<file path="src/rtl/nand_addr_pkg.sv">
package nand_addr_pkg;

  localparam int COL_CYC = 2;
  localparam int ROW_CYC = 3;
  localparam int MAX_CYC = COL_CYC + ROW_CYC;
  localparam int IDX_W   = $clog2(MAX_CYC);

  typedef enum logic [2:0] {
    ST_IDLE,
    ST_SETUP,
    ST_STRB,
    ST_HOLD,
    ST_WAIT
  } ag_state_e;

  typedef struct packed {
    logic ok;
    logic col;
    logic row;
    logic spare;
  } mode_dec_t;

  // Request code to address-phase selection
  function automatic mode_dec_t decode_mode(input logic [2:0] code);
    mode_dec_t d;
    d = '0;
    case (code)
      3'd1: begin d.ok = 1'b1; d.col = 1'b1; end
      3'd2: begin d.ok = 1'b1; d.row = 1'b1; end
      3'd3: begin d.ok = 1'b1; d.col = 1'b1; d.row = 1'b1; end
      3'd7: begin d.ok = 1'b1; d.col = 1'b1; d.row = 1'b1; d.spare = 1'b1; end
      default: d = '0;
    endcase
    return d;
  endfunction

endpackage

</file>
<file path="src/rtl/nand_addr_bytes.sv">
module nand_addr_bytes
  import nand_addr_pkg::*;
#(
  parameter int OFS_W = 35
) (
  input  mode_dec_t                     dec,
  input  logic [OFS_W-1:0]              ofs,
  input  logic                          wide,
  input  logic                          big,
  output logic [MAX_CYC-1:0][7:0]       seq,
  output logic [IDX_W-1:0]              last_idx
);

  localparam int ROW_BASE = 11;

  logic [ROW_CYC-1:0][7:0] row_b;
  logic [7:0]              col_lo;
  logic [7:0]              col_hi;
  logic [7:0]              spare_mask;
  logic [IDX_W:0]          n_total;

  for (genvar g = 0; g < ROW_CYC; g++) begin : g_row
    assign row_b[g] = ofs[ROW_BASE + 8*g +: 8];
  end

  assign spare_mask = !dec.spare ? 8'h00 : (wide ? 8'h04 : 8'h08);
  assign col_lo     = ofs[7:0];
  assign col_hi     = {5'b0, ofs[10:8]} | spare_mask;

  always_comb begin
    seq = '0;
    if (dec.col) begin
      seq[0] = col_lo;
      seq[1] = col_hi;
      for (int r = 0; r < ROW_CYC; r++) seq[COL_CYC + r] = row_b[r];
    end else begin
      for (int r = 0; r < ROW_CYC; r++) seq[r] = row_b[r];
    end
  end

  always_comb begin
    n_total = '0;
    if (dec.col) n_total = n_total + (IDX_W+1)'(COL_CYC);
    if (dec.row) n_total = n_total + (big ? (IDX_W+1)'(ROW_CYC) : (IDX_W+1)'(ROW_CYC - 1));
  end

  assign last_idx = (n_total == '0) ? '0 : IDX_W'(n_total - 1'b1);

endmodule

</file>
<file path="src/rtl/nand_phase_timer.sv">
module nand_phase_timer #(
  parameter int CW = 2
) (
  input  logic          clk,
  input  logic          rst,
  input  logic          load,
  input  logic [CW-1:0] len,
  output logic          last
);

  logic [CW-1:0] cnt_q;

  always_ff @(posedge clk) begin
    if (rst)              cnt_q <= '0;
    else if (load)        cnt_q <= len - 1'b1;
    else if (cnt_q != '0) cnt_q <= cnt_q - 1'b1;
  end

  assign last = (cnt_q == '0);

endmodule

</file>
<file path="src/rtl/nand_addr_gen.sv">
module nand_addr_gen
  import nand_addr_pkg::*;
#(
  parameter int OFS_W       = 35,
  parameter int BUS_W       = 16,
  parameter int SETUP_CLKS  = 2,
  parameter int STROBE_CLKS = 2,
  parameter int HOLD_CLKS   = 1
) (
  input  logic             clk,
  input  logic             rst,
  input  logic             start_i,
  input  logic [2:0]       mode_i,
  input  logic [OFS_W-1:0] ofs_i,
  input  logic             wide_i,
  input  logic             big_i,
  input  logic             rdy_i,
  output logic             ale_o,
  output logic             wr_o,
  output logic [BUS_W-1:0] bus_o,
  output logic             busy_o,
  output logic             done_o
);

  localparam int PH_MAX = (SETUP_CLKS > STROBE_CLKS)
                          ? ((SETUP_CLKS > HOLD_CLKS) ? SETUP_CLKS : HOLD_CLKS)
                          : ((STROBE_CLKS > HOLD_CLKS) ? STROBE_CLKS : HOLD_CLKS);
  localparam int TW = $clog2(PH_MAX + 1);

  ag_state_e               st_q, st_nx;
  logic [IDX_W-1:0]        idx_q, idx_nx;
  logic [IDX_W-1:0]        last_q;
  logic [MAX_CYC-1:0][7:0] seq_q;
  logic [MAX_CYC-1:0][7:0] seq_new;
  logic [IDX_W-1:0]        last_new;
  mode_dec_t               dec;
  logic                    accept;
  logic                    tmr_load;
  logic [TW-1:0]           tmr_len;
  logic                    tmr_last;
  logic                    ale_q, wr_q, busy_q, done_q;
  logic [7:0]              byte_q;
  logic [7:0]              byte_nx;
  logic                    in_burst_nx;

  assign dec    = decode_mode(mode_i);
  assign accept = (st_q == ST_IDLE) && start_i && dec.ok;

  nand_addr_bytes #(.OFS_W(OFS_W)) u_bytes (
    .dec      (dec),
    .ofs      (ofs_i),
    .wide     (wide_i),
    .big      (big_i),
    .seq      (seq_new),
    .last_idx (last_new)
  );

  nand_phase_timer #(.CW(TW)) u_timer (
    .clk  (clk),
    .rst  (rst),
    .load (tmr_load),
    .len  (tmr_len),
    .last (tmr_last)
  );

  // Phase sequencing
  always_comb begin
    st_nx    = st_q;
    idx_nx   = idx_q;
    tmr_load = 1'b0;
    tmr_len  = TW'(SETUP_CLKS);
    case (st_q)
      ST_IDLE: begin
        if (accept) begin
          st_nx    = ST_SETUP;
          idx_nx   = '0;
          tmr_load = 1'b1;
          tmr_len  = TW'(SETUP_CLKS);
        end
      end
      ST_SETUP: begin
        if (tmr_last) begin
          st_nx    = ST_STRB;
          tmr_load = 1'b1;
          tmr_len  = TW'(STROBE_CLKS);
        end
      end
      ST_STRB: begin
        if (tmr_last) begin
          st_nx    = ST_HOLD;
          tmr_load = 1'b1;
          tmr_len  = TW'(HOLD_CLKS);
        end
      end
      ST_HOLD: begin
        if (tmr_last) begin
          if (idx_q == last_q) begin
            st_nx = ST_WAIT;
          end else begin
            st_nx    = ST_SETUP;
            idx_nx   = idx_q + 1'b1;
            tmr_load = 1'b1;
            tmr_len  = TW'(SETUP_CLKS);
          end
        end
      end
      ST_WAIT: begin
        if (rdy_i) st_nx = ST_IDLE;
      end
      default: st_nx = ST_IDLE;
    endcase
  end

  assign in_burst_nx = (st_nx == ST_SETUP) || (st_nx == ST_STRB) || (st_nx == ST_HOLD);

  always_comb begin
    byte_nx = 8'h00;
    if (in_burst_nx) byte_nx = (st_q == ST_IDLE) ? seq_new[0] : seq_q[idx_nx];
  end

  always_ff @(posedge clk) begin
    if (rst) begin
      st_q   <= ST_IDLE;
      idx_q  <= '0;
      last_q <= '0;
      seq_q  <= '0;
      ale_q  <= 1'b0;
      wr_q   <= 1'b0;
      busy_q <= 1'b0;
      done_q <= 1'b0;
      byte_q <= 8'h00;
    end else begin
      st_q   <= st_nx;
      idx_q  <= idx_nx;
      if (accept) begin
        seq_q  <= seq_new;
        last_q <= last_new;
      end
      ale_q  <= in_burst_nx;
      wr_q   <= (st_nx == ST_STRB);
      busy_q <= (st_nx != ST_IDLE);
      done_q <= (st_q == ST_WAIT) && rdy_i;
      byte_q <= byte_nx;
    end
  end

  assign ale_o  = ale_q;
  assign wr_o   = wr_q;
  assign busy_o = busy_q;
  assign done_o = done_q;

  if (BUS_W > 8) begin : g_wide_bus
    assign bus_o = {{(BUS_W-8){1'b0}}, byte_q};
  end else begin : g_byte_bus
    assign bus_o = byte_q;
  end

endmodule

</file>
<file path="config.mk">
export PLATFORM = sky130hd
export DESIGN_NAME = nand_addr_gen
export DESIGN_NICKNAME = d
export VERILOG_FILES = /design/src/rtl/nand_addr_pkg.sv /design/src/rtl/nand_addr_bytes.sv /design/src/rtl/nand_phase_timer.sv /design/src/rtl/nand_addr_gen.sv
export SDC_FILE = /design/constraint.sdc
export NUM_CORES = 1
export LEC_CHECK = 0
export ABC_AREA = 1
export CAP_MARGIN = 20
export CORE_ASPECT_RATIO = 0.9
export CORE_MARGIN = 4
export CORE_UTILIZATION = 50
export DETAILED_ROUTE_END_ITERATION = 10
export PLACE_DENSITY = 0.82
export SYNTH_ARGS = -nofsm -noshare
export SYNTH_HDL_FRONTEND = slang
export SYNTH_HIERARCHICAL = 1
export SYNTH_SLANG_ARGS = --single-unit
</file>
<file path="constraint.sdc">
create_clock -name clk -period 4.3 [get_ports clk]
set_clock_uncertainty 0.15 [all_clocks]
set_input_delay 0.86 -clock clk [delete_from_list [all_inputs] [get_ports clk]]
set_output_delay 0.86 -clock clk [all_outputs]
set_load 0.03 [all_outputs]
</file>
# After elaboration in Yosys (flattened, before gate mapping)
# Index checks and enable logic that the tools add are counted.
[totals]
regBits = 63
in_bits = 44
output_inout_bits = 20
elab_cells = 85
[classes]
order_cmp = 1
n_addsub = 5
n_bitwise = 2
n_reduce_logical = 16
n_mux = 35
n_eq_ne = 12
[ops]
columns = ["operator", "count"]
rows = [
  ["$mux 3", 10],
  ["$bmux 8 s3", 1],
  ["$mux 24", 1],
  ["$mux 8", 3],
  ["$eq 3x2->1 const B", 6],
  ["$mux 16", 1],
  ["$pmux 3 s5", 1],
  ["$mux 2", 5],
  ["$eq 3x1->1 const B", 3],
  ["$mux 1", 9],
  ["$mux 4", 2],
  ["$or 3x8->8", 1],
  ["$eq 3x3->1 const B", 2],
  ["$pmux 3 s2", 1],
  ["$reduce_or 3->1", 2],
  ["$add 2x4->4", 1],
  ["$logic_not 4->1", 1],
  ["$lt 3x4->1 const B", 1],
  ["$reduce_bool 2->1", 2],
  ["$reduce_or 2->1", 2],
  ["$reduce_or 4->1", 1],
  ["$sub 2x1->2 const B", 2],
  ["$add 3x1->3 const B", 1],
  ["$eq 3x3->1", 1],
  ["8 further kinds", 11],
]

# Longest topological paths before layout
[depth]
depth_word = 11
mapped_depth = 14
mapped_depth_nobuf = 13

# By module
# Netlist, hierarchy kept.
[by_module_without_submodules]
columns = ["module", "seq_area_each_um2", "area_each_um2", "cells_each", "instances"]
rows = [
  ["nand_addr_gen", 1221.2, 2890.3, 400, 1],
  ["nand_addr_bytes", 0.0, 550.5, 115, 1],
  ["nand_phase_timer", 40.0, 107.6, 18, 1],
]

# Least setup slack after synthesis
# No wires, ideal clock.
[synth_path]
kind = "input to register"
start = "input mode_i[0]"
end = "register last_q[2]"
arrival_time_ps = 2173
required_ps = 4034
path_buffers = 2
setup_ps = 116
setup_slack_ps = 1861
path_stages = 12
path_cell_list = "inv_1 -> a21oi_1 -> buf_6 -> inv_4 -> buf_6 -> ha_1 -> inv_1 -> ha_1 -> nor2_1 -> nor2_1 -> o21ai_0 -> nor2_1"
[synth_rtl]
columns = ["element", "line_no", "source"]
rows = [
  ["start, declared", "nand_addr_gen.sv:13", "input logic [2:0] mode_i,"],
  ["end signal, assigned", "nand_addr_gen.sv:137", "last_q <= last_new;"],
  ["end, declared", "nand_addr_gen.sv:32", "logic [IDX_W-1:0] last_q;"],
]

==> summary.md <==
The flow ran to the end, and the final reports show no timing, DRC or antenna violations. For this run, the top clock speed supported by timing is 0.3538 GHz. The worst pin sits at a relative slew slack of 50.39%. After floorplanning, the core was divided into 28 placement rows.

Counting flops with a built-in enable in the synthesized netlist gives 0. Maximum fanout encountered on the critical timing path: 26. Counting instances, the worst hold path has a depth of 2. The synthesized cell area came out at 0.003548 mm2. Global routing used 20.07% of the available tracks across all layers. The first-pass GRT wire length came out at 13.99 mm. The share of the clock period used by the worst path came out at 65.73%. Flip-flop cell with the highest count after synthesis: sky130_fd_sc_hd__dfxtp_1. After detailed routing, the number of vias per cell comes to 5.039. The run gives 0.3062 ns as the final-layout worst hold slack.

For the Yosys warning count, the log shows 6. In this run the power density over the cells is 449.6 mW/mm2. Data on the critical path is required at its endpoint by 4.39 ns. Setup violations remaining at the end of the flow were counted as 0. In this run the remaining antenna-violating nets after routing total 0.

In the synthesized netlist the async set-or-reset flop fraction comes to 0%. Count of max-cap constraint violations: 0. The worst setup path is captured at a flop. The number of gates resized after CTS was 0.

Terminus of the critical flop-to-flop path: byte_q[2]. Counting flops and latches in the post-synthesis netlist gives 63. CTS saw 63 sinks.

The repair_antennas step left the layout with diodes totalling 0. Largest area contributor in the netlist: sky130_fd_sc_hd__dfxtp_1. The worst setup path is of the in2reg kind.

The count of buffers added on input and output ports is 55. Subtracting the final worst setup slack from the clock period gives 2.826 ns. The largest net degree at the start of global routing was 58; the overall via count from detail_route was 3,386. The number of buffers between clock root and the deepest sink was 2.

The clock insertion delay at the later pin of the skew report was 0.35 ns; the detailed-router iteration count before antenna repair was 5. Buffers added to address setup during post-CTS repair amount to 0. Hold path endpoint: seq_q[12]. For the final net count, the log shows 626. The share of the Yosys chip area taken by registers is 35.54%. The run gives 2.012 nW as the leakage power of the design. In this run the standard cell core region covers 0.006726 mm2. The worst setup path is launched from an input port. Synthesis instantiated 35 different standard cells from the library. The run gives 0 as the number of hold buffers added after cts.

Summed over its instances, the top area cell type makes up 35.54% of the synthesized netlist area. The depth of the worst register-to-register path works out to 11. The run gives 2.91 ns as the endpoint arrival time on the critical path. In the final timing run, aggregate negative setup slack is 0 ns.

The number of violations reported at the end of detailed-routing iteration 0 is 254, and the area of the die is 0.008511 mm2. The initial antenna violation count came out at 0. Worst hold path startpoint: seq_q[12]. Dividing the synthesized area by the synthesized cell count gives 6.657 um2. Ranked by total cell area, the synthesized netlist is headed by sky130_fd_sc_hd__dfxtp_1 36%, sky130_fd_sc_hd__nand2_1 11%, sky130_fd_sc_hd__inv_1 8.7%, sky130_fd_sc_hd__o21ai_0 7.3%, sky130_fd_sc_hd__nand3_1 6.5%. VDD sags by at most 0.2008 mV. Start of the worst register-to-register path: st_q[0].

For the pin with the worst max-slew slack, the measured transition is 0.7418 ns. The routed length per placed instance was 12.35 um; the post-synthesis instance total was 533. The count of endpoints failing hold in the final timing report came out at 0.

The initial core utilization was 52.75%; the layout cell share with drive strength beyond 1 was 9.794%. The final weighted congestion in routability-driven placement is 0.8497. Setup slack on the worst reg-to-reg path comes out at 2.05 ns.

CTS placed an instance of sky130_fd_sc_hd__clkbuf_8 at the clock tree root. The tools report the number of buffers created by CTS as 9. From bottom edge to top edge, the die measures 87.92 um. The clock input transition at the sequential cells of the worst setup and hold paths was 0.07 ns.

The most common cell in the synthesized netlist is sky130_fd_sc_hd__nand2_1. The total routed wirelength came out at 8.299 mm. Sorting the synthesized cells by how often they occur yields 102 x sky130_fd_sc_hd__nand2_1, 82 x sky130_fd_sc_hd__inv_1, 63 x sky130_fd_sc_hd__dfxtp_1. The max-slew violation total from the final report is 0.

The clock tree synthesis step divided the H-tree into 3 levels. TritonCTS built the clock tree. Relative to the synthesized area, the layout overhead comes to 20.73%. Setup repair after global routing left no endpoint under its margin. For this run, design rule violations remaining after detail routing come to 0. The floorplan step set the die width to 96.80 um. In this run the worst hold path is classified as reg2reg.

For this run the aggregate overflow at the end of global routing stands at 0. For the post-detailed-placement half-perimeter wirelength, the log shows 6.012 mm. The number of global-route vias before repair came out at 3,100. The run gives 64 as the count of pins on the block boundary.
state kept, by name, summed over array words and instances (netlist names):
register and flops:
byte_q 8, u_timer/cnt_q 2, busy_o 1, wr_o 1, ale_o 1, idx_q 3
st_q 3, last_q 3, done_o 1, seq_q 40
per-stage QoR:
stage               std cells  utilization, %  worst slack (ns)  cell area (um2)  total power, mW
finish                    672           63.69             1.474             4284            1.926
detailed placement        657           60.55             1.132             4073            1.372
floorplan                 540               -             1.861             3575            1.191
CTS                       672           63.69             1.498             4284            1.928
global route              672           63.69             1.292             4284            2.038
global placement          657           60.55             1.226             4073            1.350
critical path, cell delays in order:
cell	delay, ns
sky130_fd_sc_hd__clkdlybuf4s50_1	0.57
sky130_fd_sc_hd__inv_2	0.05
sky130_fd_sc_hd__o21ai_1	0.14
sky130_fd_sc_hd__o21ai_1	0.13
sky130_fd_sc_hd__nand2_4	0.24
sky130_fd_sc_hd__nand2_2	0.11
sky130_fd_sc_hd__nand2_4	0.16
sky130_fd_sc_hd__nand2_4	0.16
sky130_fd_sc_hd__nand2_2	0.19
sky130_fd_sc_hd__nor2_1	0.08
sky130_fd_sc_hd__nor2_1	0.14
sky130_fd_sc_hd__a21oi_2	0.07
logic make-up after synthesis:
family | count (synthesis) | share of synthesized area [%]
xor+xnor | 1 | 0.2469
other cells | 1 | 0.1057
flops | 63 | 35.54
fa+ha+maj | 4 | 1.410
simple gates | 230 | 29.13
buf+inv | 121 | 15.27
compound gates | 113 | 18.30
per-layer routing:
| layer | up-vias | track usage (%) | wire length (um) |
|---|---|---|---|
| li1 | 1771 | - | - |
| met5 | - | 0 | 0 |
| met1 | 1481 | 26.64 | 3987 |
| met3 | 23 | 5.732 | 536 |
| met4 | 0 | 6.888 | 165 |
| met2 | 111 | 31.64 | 3609 |
area by class of cell:
| class | instances | area [um2] |
|---|---|---|
| inverters | 90 | 342.8 |
| clock inverters | 4 | 70.07 |
| flip-flops and latches | 63 | 1261 |
| repair buffers | 58 | 573.1 |
| clock buffers | 11 | 141.4 |
| well taps | 90 | 112.6 |
| multi-input cells | 356 | 1783 |
| fillers | 597 | 2442 |
power by group:
part           total, mW  internal [mW]  switching, mW
registers          0.726          0.687         0.0393
logic              0.640          0.228          0.412
clock network      0.559          0.337          0.222
total               1.93           1.25          0.674
worst max-delay path by stage:
stage                     startpoint   endpoint  cells past startpoint
after floorplan            mode_i[0]  last_q[2]                     12
after global placement     mode_i[2]  byte_q[0]                     12
after detailed placement   mode_i[2]  byte_q[2]                     12
after CTS                  mode_i[2]  byte_q[2]                     12
after global routing       mode_i[2]  byte_q[7]                     12
final                      mode_i[2]  byte_q[2]                     12
layout by cell type (no fill, tap or decap), drive strengths merged, types with 2 or more instances in the layout:
cell,Yosys,routed
o21ai,63,63
ha,4,4
inv,89,89
o31ai,2,2
nand4,2,2
nand3,49,49
nor3,3,3
a31oi,2,2
nand2,113,113
clkbuf,11,11
buf,20,3
nor2,61,61
a211oi,8,8
dfxtp,63,63
conb,1,8
clkinv,1,3
bufinv,0,2
a21oi,38,38
clkdlybuf4s50,0,55
(Power assumes the default switching activity.)
